File: src/rtl/edge_irq_gpio.sv
module edge_irq_gpio #(
  parameter int PORT_W    = 8,
  parameter int NUM_PORTS = 6,
  parameter int IRQ_PORTS = 3,
  parameter int ADDR_W    = 4
) (
  input  logic                          clk,
  input  logic                          rst_n,
  input  logic [ADDR_W-1:0]             addr,
  input  logic                          wr_en,
  input  logic [PORT_W-1:0]             wr_data,
  output logic [PORT_W-1:0]             rd_data,
  input  logic [PORT_W*NUM_PORTS-1:0]   pin_in,
  output logic [PORT_W*NUM_PORTS-1:0]   pin_drive_low,
  output logic                          irq
);
  localparam int NPINS     = PORT_W * NUM_PORTS;
  localparam int NIRQ      = PORT_W * IRQ_PORTS;
  localparam int SUM_ADDR  = NUM_PORTS;
  localparam int PAGE_ADDR = NUM_PORTS + 1;
  localparam int BANK_ADDR = NUM_PORTS + 2;
  localparam int BANK_END  = BANK_ADDR + IRQ_PORTS;
  localparam logic [PORT_W-1:0] PG_EN   = PORT_W'(8'h80);
  localparam logic [PORT_W-1:0] PG_POL  = PORT_W'(8'h40);
  localparam logic [PORT_W-1:0] PG_NORM = PORT_W'(8'hC0);

  logic [NPINS-1:0]     latch, s1, s2;
  logic [NIRQ-1:0]      en, pol, pend, prev, hit, en_nx, lvl;
  logic [PORT_W-1:0]    page;
  logic [IRQ_PORTS-1:0] summ;

  wire in_bank  = int'(addr) >= BANK_ADDR && int'(addr) < BANK_END;
  wire en_wr    = wr_en && in_bank && page == PG_EN;
  wire pol_wr   = wr_en && in_bank && page == PG_POL;

  assign lvl = s2[NIRQ-1:0];
  assign hit = en & ((lvl & ~prev & pol) | (~lvl & prev & ~pol));

  for (genvar p = 0; p < IRQ_PORTS; p++) begin : g_irq_port
    assign en_nx[p*PORT_W +: PORT_W] =
      (en_wr && int'(addr) == BANK_ADDR + p) ? wr_data : en[p*PORT_W +: PORT_W];
    assign summ[p] = |pend[p*PORT_W +: PORT_W];
  end

  assign irq           = |summ;
  assign pin_drive_low = latch;

  always_ff @(posedge clk) begin
    if (!rst_n) begin
      latch <= '0;
      s1    <= '0;
      s2    <= '0;
      prev  <= '0;
      en    <= '0;
      pol   <= '0;
      pend  <= '0;
      page  <= PG_NORM;
    end else begin
      s1   <= pin_in;
      s2   <= s1;
      prev <= lvl;
      en   <= en_nx;
      pend <= (pend | hit) & en_nx;
      if (wr_en && int'(addr) == PAGE_ADDR) page <= wr_data;
      for (int p = 0; p < NUM_PORTS; p++)
        if (wr_en && int'(addr) == p) latch[p*PORT_W +: PORT_W] <= wr_data;
      for (int p = 0; p < IRQ_PORTS; p++)
        if (pol_wr && int'(addr) == BANK_ADDR + p) pol[p*PORT_W +: PORT_W] <= wr_data;
    end
  end

  always_comb begin
    rd_data = '0;
    for (int p = 0; p < NUM_PORTS; p++)
      if (int'(addr) == p) rd_data = s2[p*PORT_W +: PORT_W];
    if (int'(addr) == SUM_ADDR)  rd_data = PORT_W'(summ);
    if (int'(addr) == PAGE_ADDR) rd_data = page;
    for (int p = 0; p < IRQ_PORTS; p++)
      if (int'(addr) == BANK_ADDR + p) begin
        if (page == PG_EN)        rd_data = en[p*PORT_W +: PORT_W];
        else if (page == PG_POL)  rd_data = pol[p*PORT_W +: PORT_W];
        else if (page == PG_NORM) rd_data = pend[p*PORT_W +: PORT_W];
      end
  end

  assert_quiet_when_disabled_R5: assert property (@(posedge clk) disable iff (!rst_n)
    (en == '0) |-> !irq);

  assert_pending_sticky_R8: assert property (@(posedge clk) disable iff (!rst_n)
    !en_wr |=> ((pend & $past(pend)) == $past(pend)));

  assert_new_pending_enabled_R4: assert property (@(posedge clk) disable iff (!rst_n)
    ((pend & ~$past(pend) & ~$past(en)) == '0));

  assert_latch_hold_R2: assert property (@(posedge clk) disable iff (!rst_n)
    !(wr_en && int'(addr) < NUM_PORTS) |=> $stable(pin_drive_low));

  assert_undef_ignored_R10: assert property (@(posedge clk) disable iff (!rst_n)
    (wr_en && int'(addr) >= BANK_END) |=> ($stable(page) && $stable(en) && $stable(pol)));

  assert_irq_tracks_pending_R7: assert property (@(posedge clk) disable iff (!rst_n)
    $rose(irq) |-> ($past(pend) == '0));
endmodule

File: config.mk
export PLATFORM = sky130hd
export DESIGN_NAME = edge_irq_gpio
export DESIGN_NICKNAME = d
export VERILOG_FILES = /design/src/rtl/edge_irq_gpio.sv
export SDC_FILE = /design/constraint.sdc
export NUM_CORES = 1
export LEC_CHECK = 0
export BUFFER_PORTS_ARGS = -buffer_cell sky130_fd_sc_hd__buf_4
export CELL_PAD_IN_SITES_DETAIL_PLACEMENT = 1
export CELL_PAD_IN_SITES_GLOBAL_PLACEMENT = 1
export CORE_MARGIN = 4
export CORE_UTILIZATION = 45
export DETAILED_ROUTE_END_ITERATION = 12
export GPL_TIMING_DRIVEN = 0
export PLACE_DENSITY_LB_ADDON = 0.1
export SLEW_MARGIN = 10
export SYNTH_ARGS = -nofsm -noshare
export SYNTH_HDL_FRONTEND = slang
export SYNTH_SLANG_ARGS = --single-unit
File: constraint.sdc
create_clock -name clk -period 1.86 [get_ports clk]
set_input_delay 0 -clock clk [delete_from_list [all_inputs] [get_ports clk]]
set_output_delay 0 -clock clk [all_outputs]
set_load 0.01 [all_outputs]
==> parameters.txt, run 1 <==
Parameter                              Value

Finish
  Number of cells in the finished layout apart from fillers    approximately 1.5k
  Ratio of cells with drive above 1 in the final layout    0.2482
  Commonest cells after routing, fill and taps aside    240 x sky130_fd_sc_hd__dfxtp_1, 128 x sky130_fd_sc_hd__buf_4, 121 x sky130_fd_sc_hd__and2_1
  Fillers    2261
  Antenna cell count    0
  Area of the multi-input gates    5015 um^2
  Layout Cell Area excl Fill    13230 um^2
  Area growth, synth to finish    33.68%
  Register cell area after layout    4980 um^2
  Most common cell after layout, fill and taps aside    sky130_fd_sc_hd__dfxtp_1
  Net count reported at finish    1260

Worst hold path
  Class of the tightest hold or removal check    in2reg
  Startpoint of the most critical hold path    wr_en
  Depth of the worst hold-timing path    4

Yosys
  Portion of the post-synthesis area used by sequential elements    0.5016
  Unique cell type count in the Yosys netlist    just over 50
  Number of synthesized register bits    roughly 250
  Mean cell area of the mapped netlist    10.10 um^2
  Complex-gate fraction of the synthesized area    0.08091
  Dominant combinational cell family by area after synthesis    simple AND/OR/NAND/NOR gates
  Post-synthesis cell area    9897 um^2
  Warnings, synthesis    0
  Prevailing post-synth register cell    sky130_fd_sc_hd__dfxtp_1
  Count of mapped cells out of synthesis    between 900 and 1k
  Simple logic cell fraction of the synthesized area    0.2479
  Post-Syn Nets    ~1.0k
  Xor/xnor cell area share of the yosys netlist    0
  Fraction of registers with async set/reset    0
  Number of enable-type register cells in the synthesized netlist    0
  Multiplexer share of the synthesized area    0.1392
  Post-Synth Adder-Cell Area    0

Timing
  Endpoints failing hold    1
  Fin worst setup slack    -403.4 ps
  Hold slack    -7.204 ps
  Period utilization    1.217
  Setup repair after global routing missed its margin    true
  Measured slew at the worst slew-check pin    ~960 ps
  Number of slew-limit violations in the final report    0
  Headroom to the max-slew limit    0.3570
  Number of failing setup endpoints in the final timing report    10
  F_max    441.8 MHz
  Worst Clk Skew    23.78 ps
  Period minus WS final    2263 ps

Setup path
  Crit-path cells    buf_12, buf_12, mux2_4, a22oi_2, o22ai_2, nand2_1, nand4_1, buf_4
  Most prevalent standard cell on the critical path    sky130_fd_sc_hd__buf_12
  Endpoint type of the worst setup path    output pin
  Category of the most critical setup path    reg2out
  Cell at the slowest stage of the critical path    sky130_fd_sc_hd__dfxtp_4
  Crit-path max FO    10
  R2R setup slack    -80 ps
  Max incr delay on CP    roughly 360 ps
  Crit path arrival time    2260 ps
  FF-to-FF Start    page[3]
  Setup crit start kind    flop
  Worst-case reg-to-reg path depth    7
  Critical path startpoint    page[6]
  Worst endpoint required time    about 1900 ps

Clock network
  Clock slew at the register clock pins of the worst setup and hold paths    70 ps
  Clock Tree Root    sky130_fd_sc_hd__clkbuf_16
  Insertion delay to the later sink of the worst-skew pair    540 ps
  Total CTS buffers    26
  Deepest level of the CTS H-tree    1
  Num Clock Sinks    248
  Clock tree from TritonCTS    yes
  Number of buffers on the longest clock path    3

Floorplanning
  Starting density of the core    0.4635
  Die width    156.3 um
  # rows    53
  Area of the die    24430 um^2
  Number of top-level design ports    120
  Core Footprint    21350 um^2
  Die boundary height    around 160 um

Routing
  Iteration-0 DRC count of the detailed router    595
  Total via count in the routed design    8185
  Number of optimization iterations in the first detailed-route pass    5
  Post-detailed-route via-to-cell ratio    between 5 and 6
  Post-DRT Antenna Nets    0
  Detailed-route wire length    34300 um
  DRC violation count after routing    0
  Routed length per placed instance    around 23 um

Global routing
  Residual overflow from global routing    0
  Vias in the first global route    8570
  Largest net degree at the start of global routing    15
  First-pass GRT wire length    50870 um
  Antenna violations before repair    0
  Tot GR Track Use    0.2699

Job
  Number of maximum-capacitance violations    0

Place
  DP HPWL    22020 um
  GP Congestion    0.9483
  Placed cell count    1371
  Post-placement cell area    11110 um^2
  PortBufs    116

Pwr
  Largest vdd supply drop    725.3 uV
  Leakage power of the design    5.612 nW
  Pwr/cell area    906.0 nW/um^2

Outcome
  Failing checks    hold timing, setup timing
  Run status    complete, but fails checks
==> power breakdown <==
part	internal [mW]	switching, mW	total (mW)
Clock	3.36	2.21	5.57
Combinational	0.427	0.468	0.895
Sequential	5.44	0.0886	5.53
Total	9.22	2.76	12.0
==> cell families after synthesis <==
family,count (synthesis)
AND/OR/NAND/NOR,412
flip-flops,248
multiplexers,131
AO/OA/AOI/OAI,126
buffers and inverters,63
==> sequential cells by signal (all words and copies together), names as in the netlist <==
register / count
page: 8
pol: 24
en: 24
prev: 24
s2: 48
pin_drive_low: 48
s1: 48
pend: 24
==> what timing repair did <==
| item | 4_1_cts | 5_1_grt |
|---|---|---|
| hold buffers | 57 | 0 |
| buffers inserted | 7 | 9 |
| resized for setup | 45 | 69 |
| setup endpoints to repair | 9 | 22 |
| hold endpoints to repair | 109 | 0 |
| pin swaps | 8 | 15 |
==> worst max-delay path, delay by kind of cell (launching register included) <==
kind                   cells  cell delay [ps]
flip-flops                 1              360
AND/OR/NAND/NOR            2              260
AO/OA/AOI/OAI              2              290
buffers and inverters      3              500
multiplexers               1              310
==> final timing paths <==
check | to
worst min-delay path | pol[15]
worst min register to register | s2[42]
worst max-delay path | rd_data[5]
worst max register to register | pend[6]
==> metrics by stage <==
step / worst slack [ps] / TNS (ps) / power, mW / utilization / hold slack, ps
5_1_grt: -471.4 / -4082 / 12.34 / 0.6196 / 30.38
3_3_place_gp: -435.7 / -1228 / 6.337 / 0.5204 / 208.6
2_1_floorplan: 384.5 / 0 / 5.992 / - / 127.3
4_1_cts: -418.6 / -3170 / 11.95 / 0.6015 / 46.18
3_5_place_dp: -448.1 / -1410 / 6.352 / 0.5204 / 212.0
6_report: -403.4 / -3108 / 11.99 / 0.6196 / -7.204
==> final cells by class <==
cell class / instances / area share
plain buffers: 61 / 0.02837
clock buffers: 35 / 0.05324
clock inverters: 13 / 0.01542
inverters: 2 / 0.0005674
multi-input cells: 669 / 0.3790
flip-flops and latches: 248 / 0.3764
well taps: 275 / 0.02601
repair buffers: 189 / 0.1210
==> metal layers <==
layer | vias up | wire length, um | GRT usage
met5 | - | 0 | 0
met4 | 0 | 1257 | 0.09215
met3 | 69 | 2037 | 0.04812
met2 | 287 | 16740 | 0.4534
met1 | 4037 | 14270 | 0.3516
li1 | 3792 | - | -
==> Yosys cell counts, types with 3 or more instances <==
cell type,number,area (um^2)
sky130_fd_sc_hd__dfxtp_1,248,4965
sky130_fd_sc_hd__and2_1,122,763.2
sky130_fd_sc_hd__mux2i_1,105,1051
sky130_fd_sc_hd__nor2b_1,105,656.9
sky130_fd_sc_hd__nand2_1,78,292.8
sky130_fd_sc_hd__clkbuf_1,39,146.4
sky130_fd_sc_hd__a21oi_1,35,175.2
sky130_fd_sc_hd__o21ai_0,32,160.2
sky130_fd_sc_hd__nor2_1,27,101.4
sky130_fd_sc_hd__nor3b_1,24,180.2
sky130_fd_sc_hd__mux2_2,23,259.0
sky130_fd_sc_hd__nand3_1,21,105.1
sky130_fd_sc_hd__buf_2,12,60.06
sky130_fd_sc_hd__a22oi_1,10,75.07
sky130_fd_sc_hd__nor4_1,8,50.05
sky130_fd_sc_hd__a221oi_1,7,61.31
sky130_fd_sc_hd__a22o_1,7,61.31
sky130_fd_sc_hd__buf_4,7,52.55
sky130_fd_sc_hd__a21boi_0,6,45.04
sky130_fd_sc_hd__o221ai_1,5,43.79
sky130_fd_sc_hd__a31oi_1,4,25.02
sky130_fd_sc_hd__nand3_2,4,40.04
sky130_fd_sc_hd__o211ai_1,4,30.03
sky130_fd_sc_hd__o22ai_1,4,25.02
sky130_fd_sc_hd__a211oi_1,3,22.52
sky130_fd_sc_hd__buf_6,3,33.78
sky130_fd_sc_hd__mux4_2,3,67.56
sky130_fd_sc_hd__nand3_4,3,52.55
No activity file was read; power rests on OpenSTA's default activity.
==> inputs of run 2 (changes only) <==
--- a/config.mk
+++ b/config.mk
@@ -13,6 +13,7 @@
 export DETAILED_ROUTE_END_ITERATION = 12
 export GPL_TIMING_DRIVEN = 0
 export PLACE_DENSITY_LB_ADDON = 0.1
+export RECOVER_POWER = 100
 export SLEW_MARGIN = 10
 export SYNTH_ARGS = -nofsm -noshare
 export SYNTH_HDL_FRONTEND = slang
==> run 2 against run 1 <==
Net effect:
- the flow still finishes with violations (hold timing, setup timing)
- largest power group unchanged
- routed wire length about the same
- final area down 1.7%
- final cell count unchanged
- combinational power down 3.0%
- global-route usage unchanged
==> parameters.txt, run 2 (same netlist as run 1, synthesis figures left out) <==
Parameter                              Value

Setup path
  Reg-to-reg endpoint    pend[6]
  Setup crit start kind    flop
  Crit path arrival time    2270 ps (about the same)
  R2R setup slack    -140 ps (-60 ps)
  Endpoint type of the worst setup path    output pin
  Crit-path max FO    10 (unchanged)
  Worst endpoint required time    1860 ps (about the same)
  Worst-case reg-to-reg path depth    7 (unchanged)
  Category of the most critical setup path    reg2out
  FF-to-FF Start    page[3]

Worst hold path
  Class of the tightest hold or removal check    in2reg
  Depth of the worst hold-timing path    4 (unchanged)
  Startpoint of the most critical hold path    wr_en
  Worst Hold Endpoint    pol[15]

Routing
  Number of optimization iterations in the first detailed-route pass    5 (unchanged)
  DRC violation count after routing    0 (unchanged)
  Iteration-0 DRC count of the detailed router    556 (-6.6%)
  Detailed-route wire length    34330 um (about the same)
  Post-DRT Antenna Nets    0 (unchanged)
  Post-detailed-route via-to-cell ratio    5.501 (+0.28%)
  Total via count in the routed design    8208 (+0.28%)
  Routed length per placed instance    23.01 um (about the same)

Finish
  Antenna cell count    0 (unchanged)
  Ratio of cells with drive above 1 in the final layout    0.2013 (-0.04684)
  Most common cell after layout, fill and taps aside    sky130_fd_sc_hd__dfxtp_1
  Number of cells in the finished layout apart from fillers    1492 (unchanged)
  Fillers    2292 (+1.4%)
  Area growth, synth to finish    31.40%
  Net count reported at finish    1260 (unchanged)
  Post-route core utilization    0.6090 (-0.01055)
  Commonest cells after routing, fill and taps aside    240 x sky130_fd_sc_hd__dfxtp_1, 105 x sky130_fd_sc_hd__nor2b_1, 100 x sky130_fd_sc_hd__clkbuf_1

Pwr
  Leakage power of the design    5.305 nW (-5.5%)
  Largest vdd supply drop    721.0 uV (-0.59%)
  Pwr/cell area    919.4 nW/um^2 (+1.5%)
  Power, Total    11.96 mW (-0.24%)

Floorplanning
  Area of the die    24430 um^2 (unchanged)
  Die boundary height    156.3 um (unchanged)
  Core Footprint    21350 um^2 (unchanged)
  Die width    156.3 um (unchanged)
  Number of top-level design ports    120 (unchanged)
  # rows    53 (unchanged)
  Starting density of the core    0.4635 (unchanged)

Global routing
  Vias in the first global route    8570 (unchanged)
  First-pass GRT wire length    50870 um (unchanged)
  Largest net degree at the start of global routing    15 (unchanged)
  Residual overflow from global routing    0 (unchanged)
  Antenna violations before repair    0 (unchanged)
  Tot GR Track Use    0.2699 (unchanged)

Clock network
  Clock slew at the register clock pins of the worst setup and hold paths    70 ps (about the same)
  Num Clock Sinks    248 (unchanged)
  Insertion delay to the later sink of the worst-skew pair    550 ps (about the same)
  Clock tree from TritonCTS    yes
  Total CTS buffers    26 (unchanged)
  Number of buffers on the longest clock path    3 (unchanged)
  Deepest level of the CTS H-tree    1 (unchanged)
  Clock Tree Root    sky130_fd_sc_hd__clkbuf_16

Timing
  Period minus WS final    2271 ps (+7.655 ps)
  Worst Clk Skew    27.79 ps (+4.001 ps)
  Headroom to the max-slew limit    0.3361 (-0.02092)
  Measured slew at the worst slew-check pin    995.9 ps (+31.38 ps)
  Hold slack    -15.35 ps (-8.148 ps)
  Period utilization    1.221 (+0.004116)
  Fin worst setup slack    -411.0 ps (-7.655 ps)
  Number of failing setup endpoints in the final timing report    32 (+22)
  Endpoints failing hold    1 (unchanged)
  Number of slew-limit violations in the final report    0 (unchanged)
  F_max    440.3 MHz (-0.34%)
  Setup repair after global routing missed its margin    true

Place
  GP Congestion    0.9483 (unchanged)
  PortBufs    116 (unchanged)
  DP HPWL    22020 um (unchanged)
  Placed cell count    1371 (unchanged)

Job
  Number of maximum-capacitance violations    0 (unchanged)

Outcome
  Run status    complete, but fails checks
  Failing checks    hold timing, setup timing
run 2: changes by cell type in the layout (fill, tap and decap cells not counted):
cell	change
sky130_fd_sc_hd__and2_0	+81
sky130_fd_sc_hd__and2_1	-80
sky130_fd_sc_hd__buf_6	-2
sky130_fd_sc_hd__and2_4	-1
sky130_fd_sc_hd__clkbuf_1	+56
sky130_fd_sc_hd__buf_4	-56
sky130_fd_sc_hd__buf_2	+2
run 2: layout make-up:
class	instances	area, um^2	share of cell area
tap	275	344.1	0.02646
sequential	248	4980	0.3829
multi-input combinational	669	5012	0.3854
inverter	2	7.507	0.0005773
timing repair buffer	189	1390	0.1069
clock inverter	13	203.9	0.01568
buffer	61	362.8	0.02790
clock buffer	35	704.4	0.05417
run 2: stage by stage:
| step | cell area [um^2] | TNS [ps] | setup WS (ps) |
|---|---|---|---|
| 2_1_floorplan | 9897 | 0 | 384.5 |
| 3_3_place_gp | 11110 | -1228 | -435.7 |
| 3_5_place_dp | 11110 | -1410 | -448.1 |
| 4_1_cts | 12840 | -3170 | -418.6 |
| 5_1_grt | 13010 | -9125 | -471.4 |
| 6_report | 13010 | -3602 | -411.0 |
run 2: metal layers:
layer  wire (um)  up-vias  GRT usage
li1            -     3807          -
met1       14200     4037     0.3516
met2       16680      288     0.4534
met3        2097       76    0.04812
met4        1350        0    0.09215
met5           0        -          0
run 2: worst max path at each step:
| stage | slack [ps] | cells after the start | to | start |
|---|---|---|---|---|
| finish | -410 | 8 | rd_data[7] | page[6] |
| global route | -470 | 8 | rd_data[4] | page[6] |
| CTS | -420 | 7 | rd_data[4] | page[6] |
| detailed placement | -450 | 6 | rd_data[7] | page[7] |
| global placement | -440 | 6 | rd_data[7] | page[7] |
| floorplan | 380 | 6 | pend[0] | page[0] |
run 2: timing repair:
item	CTS	global route
hold buffers	57	0
setup endpoints to repair	9	22
resized for setup	45	69
setup buffers	7	9
endpoints found under the hold margin	109	0
pin swaps	8	15
run 2: critical path, stage by stage, from the launching register on:
cell                       delay, ps
sky130_fd_sc_hd__dfxtp_4         360
sky130_fd_sc_hd__buf_12          150
sky130_fd_sc_hd__buf_12          150
sky130_fd_sc_hd__mux2_2          330
sky130_fd_sc_hd__nand2_1          60
sky130_fd_sc_hd__o21ai_1          90
sky130_fd_sc_hd__a32oi_1         200
sky130_fd_sc_hd__o211ai_1        170
sky130_fd_sc_hd__buf_4           200
run 2: power by group:
part | switching [mW] | total (mW) | internal (mW) | leakage, nW
combinational | 0.469 | 0.868 | 0.399 | 2.84
sequential | 0.0880 | 5.53 | 5.44 | 2.03
clock | 2.20 | 5.56 | 3.36 | 0.444
total | 2.76 | 12.0 | 9.20 | 5.31
==> inputs of run 3 (changes only) <==
--- a/config.mk
+++ b/config.mk
@@ -10,11 +10,13 @@
 export CELL_PAD_IN_SITES_GLOBAL_PLACEMENT = 1
 export CORE_MARGIN = 4
 export CORE_UTILIZATION = 45
+export CTS_CLUSTER_SIZE = 12
 export DETAILED_ROUTE_END_ITERATION = 12
 export GPL_TIMING_DRIVEN = 0
-export PLACE_DENSITY_LB_ADDON = 0.1
+export PLACE_DENSITY_LB_ADDON = 0.3
 export RECOVER_POWER = 100
 export SLEW_MARGIN = 10
 export SYNTH_ARGS = -nofsm -noshare
 export SYNTH_HDL_FRONTEND = slang
 export SYNTH_SLANG_ARGS = --single-unit
+export TNS_END_PERCENT = 20
==> run 3 against run 2 <==
Net effect:
- the run ends with setup timing left
- non-clock buffer count down 6
- first-iteration DRC count up 13%
- worst setup slack worse by 30 ps
- routed wire length up 1.7%
- register-to-register slack better by 90 ps
- global-route usage up 0.64 points
- final area down 1.6%
- largest cell class is now registers
- combinational power down 0.7%
- hold slack better by 75 ps
- die area unchanged
- critical endpoint is now rd_data[5]
- clock power down 10%
==> parameters.txt, run 3 (same netlist as run 1, synthesis figures left out) <==
Parameter                              Value

Pwr
  Clock Power Share    0.439 (-0.026)
  Leakage power of the design    5.318 nW (+0.25%)
  Sw Ratio    0.2377 (+0.006749)
  Relative contribution of combinational cells to total power    0.076 (+0.003)
  Largest vdd supply drop    697.0 uV (-3.3%)
  Power share of the sequential group    0.486 (+0.024)
  Net switching power figure    2.706 mW (-2.0%)
  Pwr/cell area    890.0 nW/um^2 (-3.2%)
  Internal power    8.678 mW (-5.6%)

Finish
  Area growth, synth to finish    29.24%
  Ratio of cells with drive above 1 in the final layout    0.1831 (-0.01822)
  Antenna cell count    0 (unchanged)
  Fillers    2320 (+1.2%)
  Register cell area after layout    4971 um^2 (-0.18%)
  Most common cell after layout, fill and taps aside    sky130_fd_sc_hd__dfxtp_1
  Commonest cells after routing, fill and taps aside    245 x sky130_fd_sc_hd__dfxtp_1, 105 x sky130_fd_sc_hd__nor2b_1, 105 x sky130_fd_sc_hd__mux2i_1
  Layout Cell Area excl Fill    12790 um^2 (-1.6%)
  Net count reported at finish    1255 (-0.40%)
  Area of the multi-input gates    4951 um^2 (-1.2%)

Outcome
  Run status    complete, but fails checks
  Failing checks    setup timing

Global routing
  Antenna violations before repair    1 (+1)
  Largest net degree at the start of global routing    14 (-1)
  First-pass GRT wire length    51710 um (+1.7%)
  Residual overflow from global routing    0 (unchanged)
  Tot GR Track Use    0.2764 (+0.006431)
  Vias in the first global route    8730 (+1.9%)

Setup path
  Crit-path max FO    6 (-4)
  Buf/Inv on CP    3 (unchanged)
  Crit-path leading delay family    buffers and inverters
  Crit-path cells    buf_12, buf_8, mux2_4, a22oi_2, o22ai_2, nand2_1, nand4_1, buf_4
  R2R setup slack    -50 ps (+90 ps)
  Endpoint type of the worst setup path    output pin
  Max incr delay on CP    400 ps (+40 ps)
  Crit path arrival time    2300 ps (+30 ps)
  Reg-to-reg endpoint    pend[0]
  FF-to-FF Start    page[0]
  Worst-case reg-to-reg path depth    6 (-1)
  Worst endpoint required time    1860 ps (about the same)
  Category of the most critical setup path    reg2out
  Setup crit start kind    flop
  Cell at the slowest stage of the critical path    sky130_fd_sc_hd__dfxtp_4

Clock network
  Number of buffers on the longest clock path    3 (unchanged)
  Num Clock Sinks    248 (unchanged)
  Clock Tree Root    sky130_fd_sc_hd__clkbuf_16
  Clock tree from TritonCTS    yes
  Total CTS buffers    27 (+3.8%)
  Clock slew at the register clock pins of the worst setup and hold paths    70 ps (about the same)
  Deepest level of the CTS H-tree    1 (unchanged)
  Insertion delay to the later sink of the worst-skew pair    550 ps (about the same)

Worst hold path
  Class of the tightest hold or removal check    in2reg
  Worst Hold Endpoint    pend[23]
  Startpoint of the most critical hold path    rst_n
  Depth of the worst hold-timing path    2 (-2)

Timing
  Fin worst setup slack    -441.0 ps (-30.01 ps)
  Setup repair after global routing missed its margin    true
  Measured slew at the worst slew-check pin    927.4 ps (-68.55 ps)
  Hold slack    60.07 ps (+75.42 ps)
  Period utilization    1.237 (+0.01613)
  F_max    434.6 MHz (-1.3%)
  Number of slew-limit violations in the final report    0 (unchanged)
  Worst Clk Skew    15.81 ps (-11.97 ps)
  Period minus WS final    2301 ps (+30.01 ps)
  Number of failing setup endpoints in the final timing report    19 (-41%)
  Endpoints failing hold    0 (-1)
  Headroom to the max-slew limit    0.3818 (+0.04570)

Job
  Number of maximum-capacitance violations    0 (unchanged)

Floorplanning
  Starting density of the core    0.4635 (unchanged)
  Area of the die    24430 um^2 (unchanged)
  Die boundary height    156.3 um (unchanged)
  Core Footprint    21350 um^2 (unchanged)
  Die width    156.3 um (unchanged)
  Number of top-level design ports    120 (unchanged)
  # rows    53 (unchanged)

Routing
  Post-DRT Antenna Nets    0 (unchanged)
  Detailed-route wire length    34910 um (+1.7%)
  Iteration-0 DRC count of the detailed router    629 (+13%)
  Post-detailed-route via-to-cell ratio    5.598 (+1.8%)
  Routed length per placed instance    23.56 um (+2.4%)
  Total via count in the routed design    8296 (+1.1%)
  Number of optimization iterations in the first detailed-route pass    5 (unchanged)
  DRC violation count after routing    0 (unchanged)

Place
  DP HPWL    22430 um (+1.9%)
  GP Congestion    0.9310 (-1.8%)
  PortBufs    116 (unchanged)
  Post-placement cell area    11110 um^2 (unchanged)
## run 3: how the worst max path moves through the flow
stage | from | end | slack, ps | depth (start not counted)
2_1_floorplan | page[0] | pend[0] | 380 | 6
3_5_place_dp | page[7] | rd_data[7] | -400 | 6
5_1_grt | page[6] | rd_data[5] | -450 | 8
3_3_place_gp | page[7] | rd_data[7] | -410 | 6
4_1_cts | page[6] | rd_data[5] | -400 | 8
6_report | page[6] | rd_data[5] | -440 | 8
## run 3: final cells by class
type | count | area share
Multi-Input combinational cell | 669 | 0.3871
Timing Repair Buffer | 183 | 0.1063
Inverter | 2 | 0.0005869
Clock buffer | 39 | 0.06026
Tap cell | 275 | 0.02690
Clock inverter | 5 | 0.002250
Sequential cell | 248 | 0.3886
Buffer | 61 | 0.02798
## run 3: timing repair
action                     CTS  global route
gates cloned                 2             0
pin swaps                   20            13
buffers inserted             8             0
setup endpoints to repair    9            36
hold buffers                57             0
gates resized for setup     69            29
hold endpoints to repair   109             0
## run 3: power by group through the flow
stage / registers, mW / clock network (mW) / logic (mW)
2_1_floorplan: 5.60 / 0 / 0.392
6_report: 5.53 / 4.99 / 0.862
3_3_place_gp: 5.63 / 0 / 0.701
3_5_place_dp: 5.64 / 0 / 0.717
4_1_cts: 5.52 / 4.97 / 0.847
5_1_grt: 5.54 / 5.25 / 0.920
## run 3: per-stage QoR
stage,util,cells,TNS (ps),total power [mW],worst slack [ps]
floorplan,-,980,0,5.992,384.5
CTS,0.6030,1482,-2977,11.34,-399.7
detailed placement,0.5204,1371,-1360,6.355,-403.3
finish,0.5990,1482,-3425,11.38,-441.0
global placement,0.5204,1371,-1254,6.331,-411.4
global route,0.5990,1482,-6623,11.70,-453.7
## run 3: layer usage
layer / global-route usage / up-vias / part of all wire
met1: 0.3374 / 4113 / 0.40
met2: 0.4926 / 315 / 0.51
li1: - / 3790 / -
met4: 0.09380 / 0 / 0.032
met5: 0 / - / 0
met3: 0.04729 / 78 / 0.058
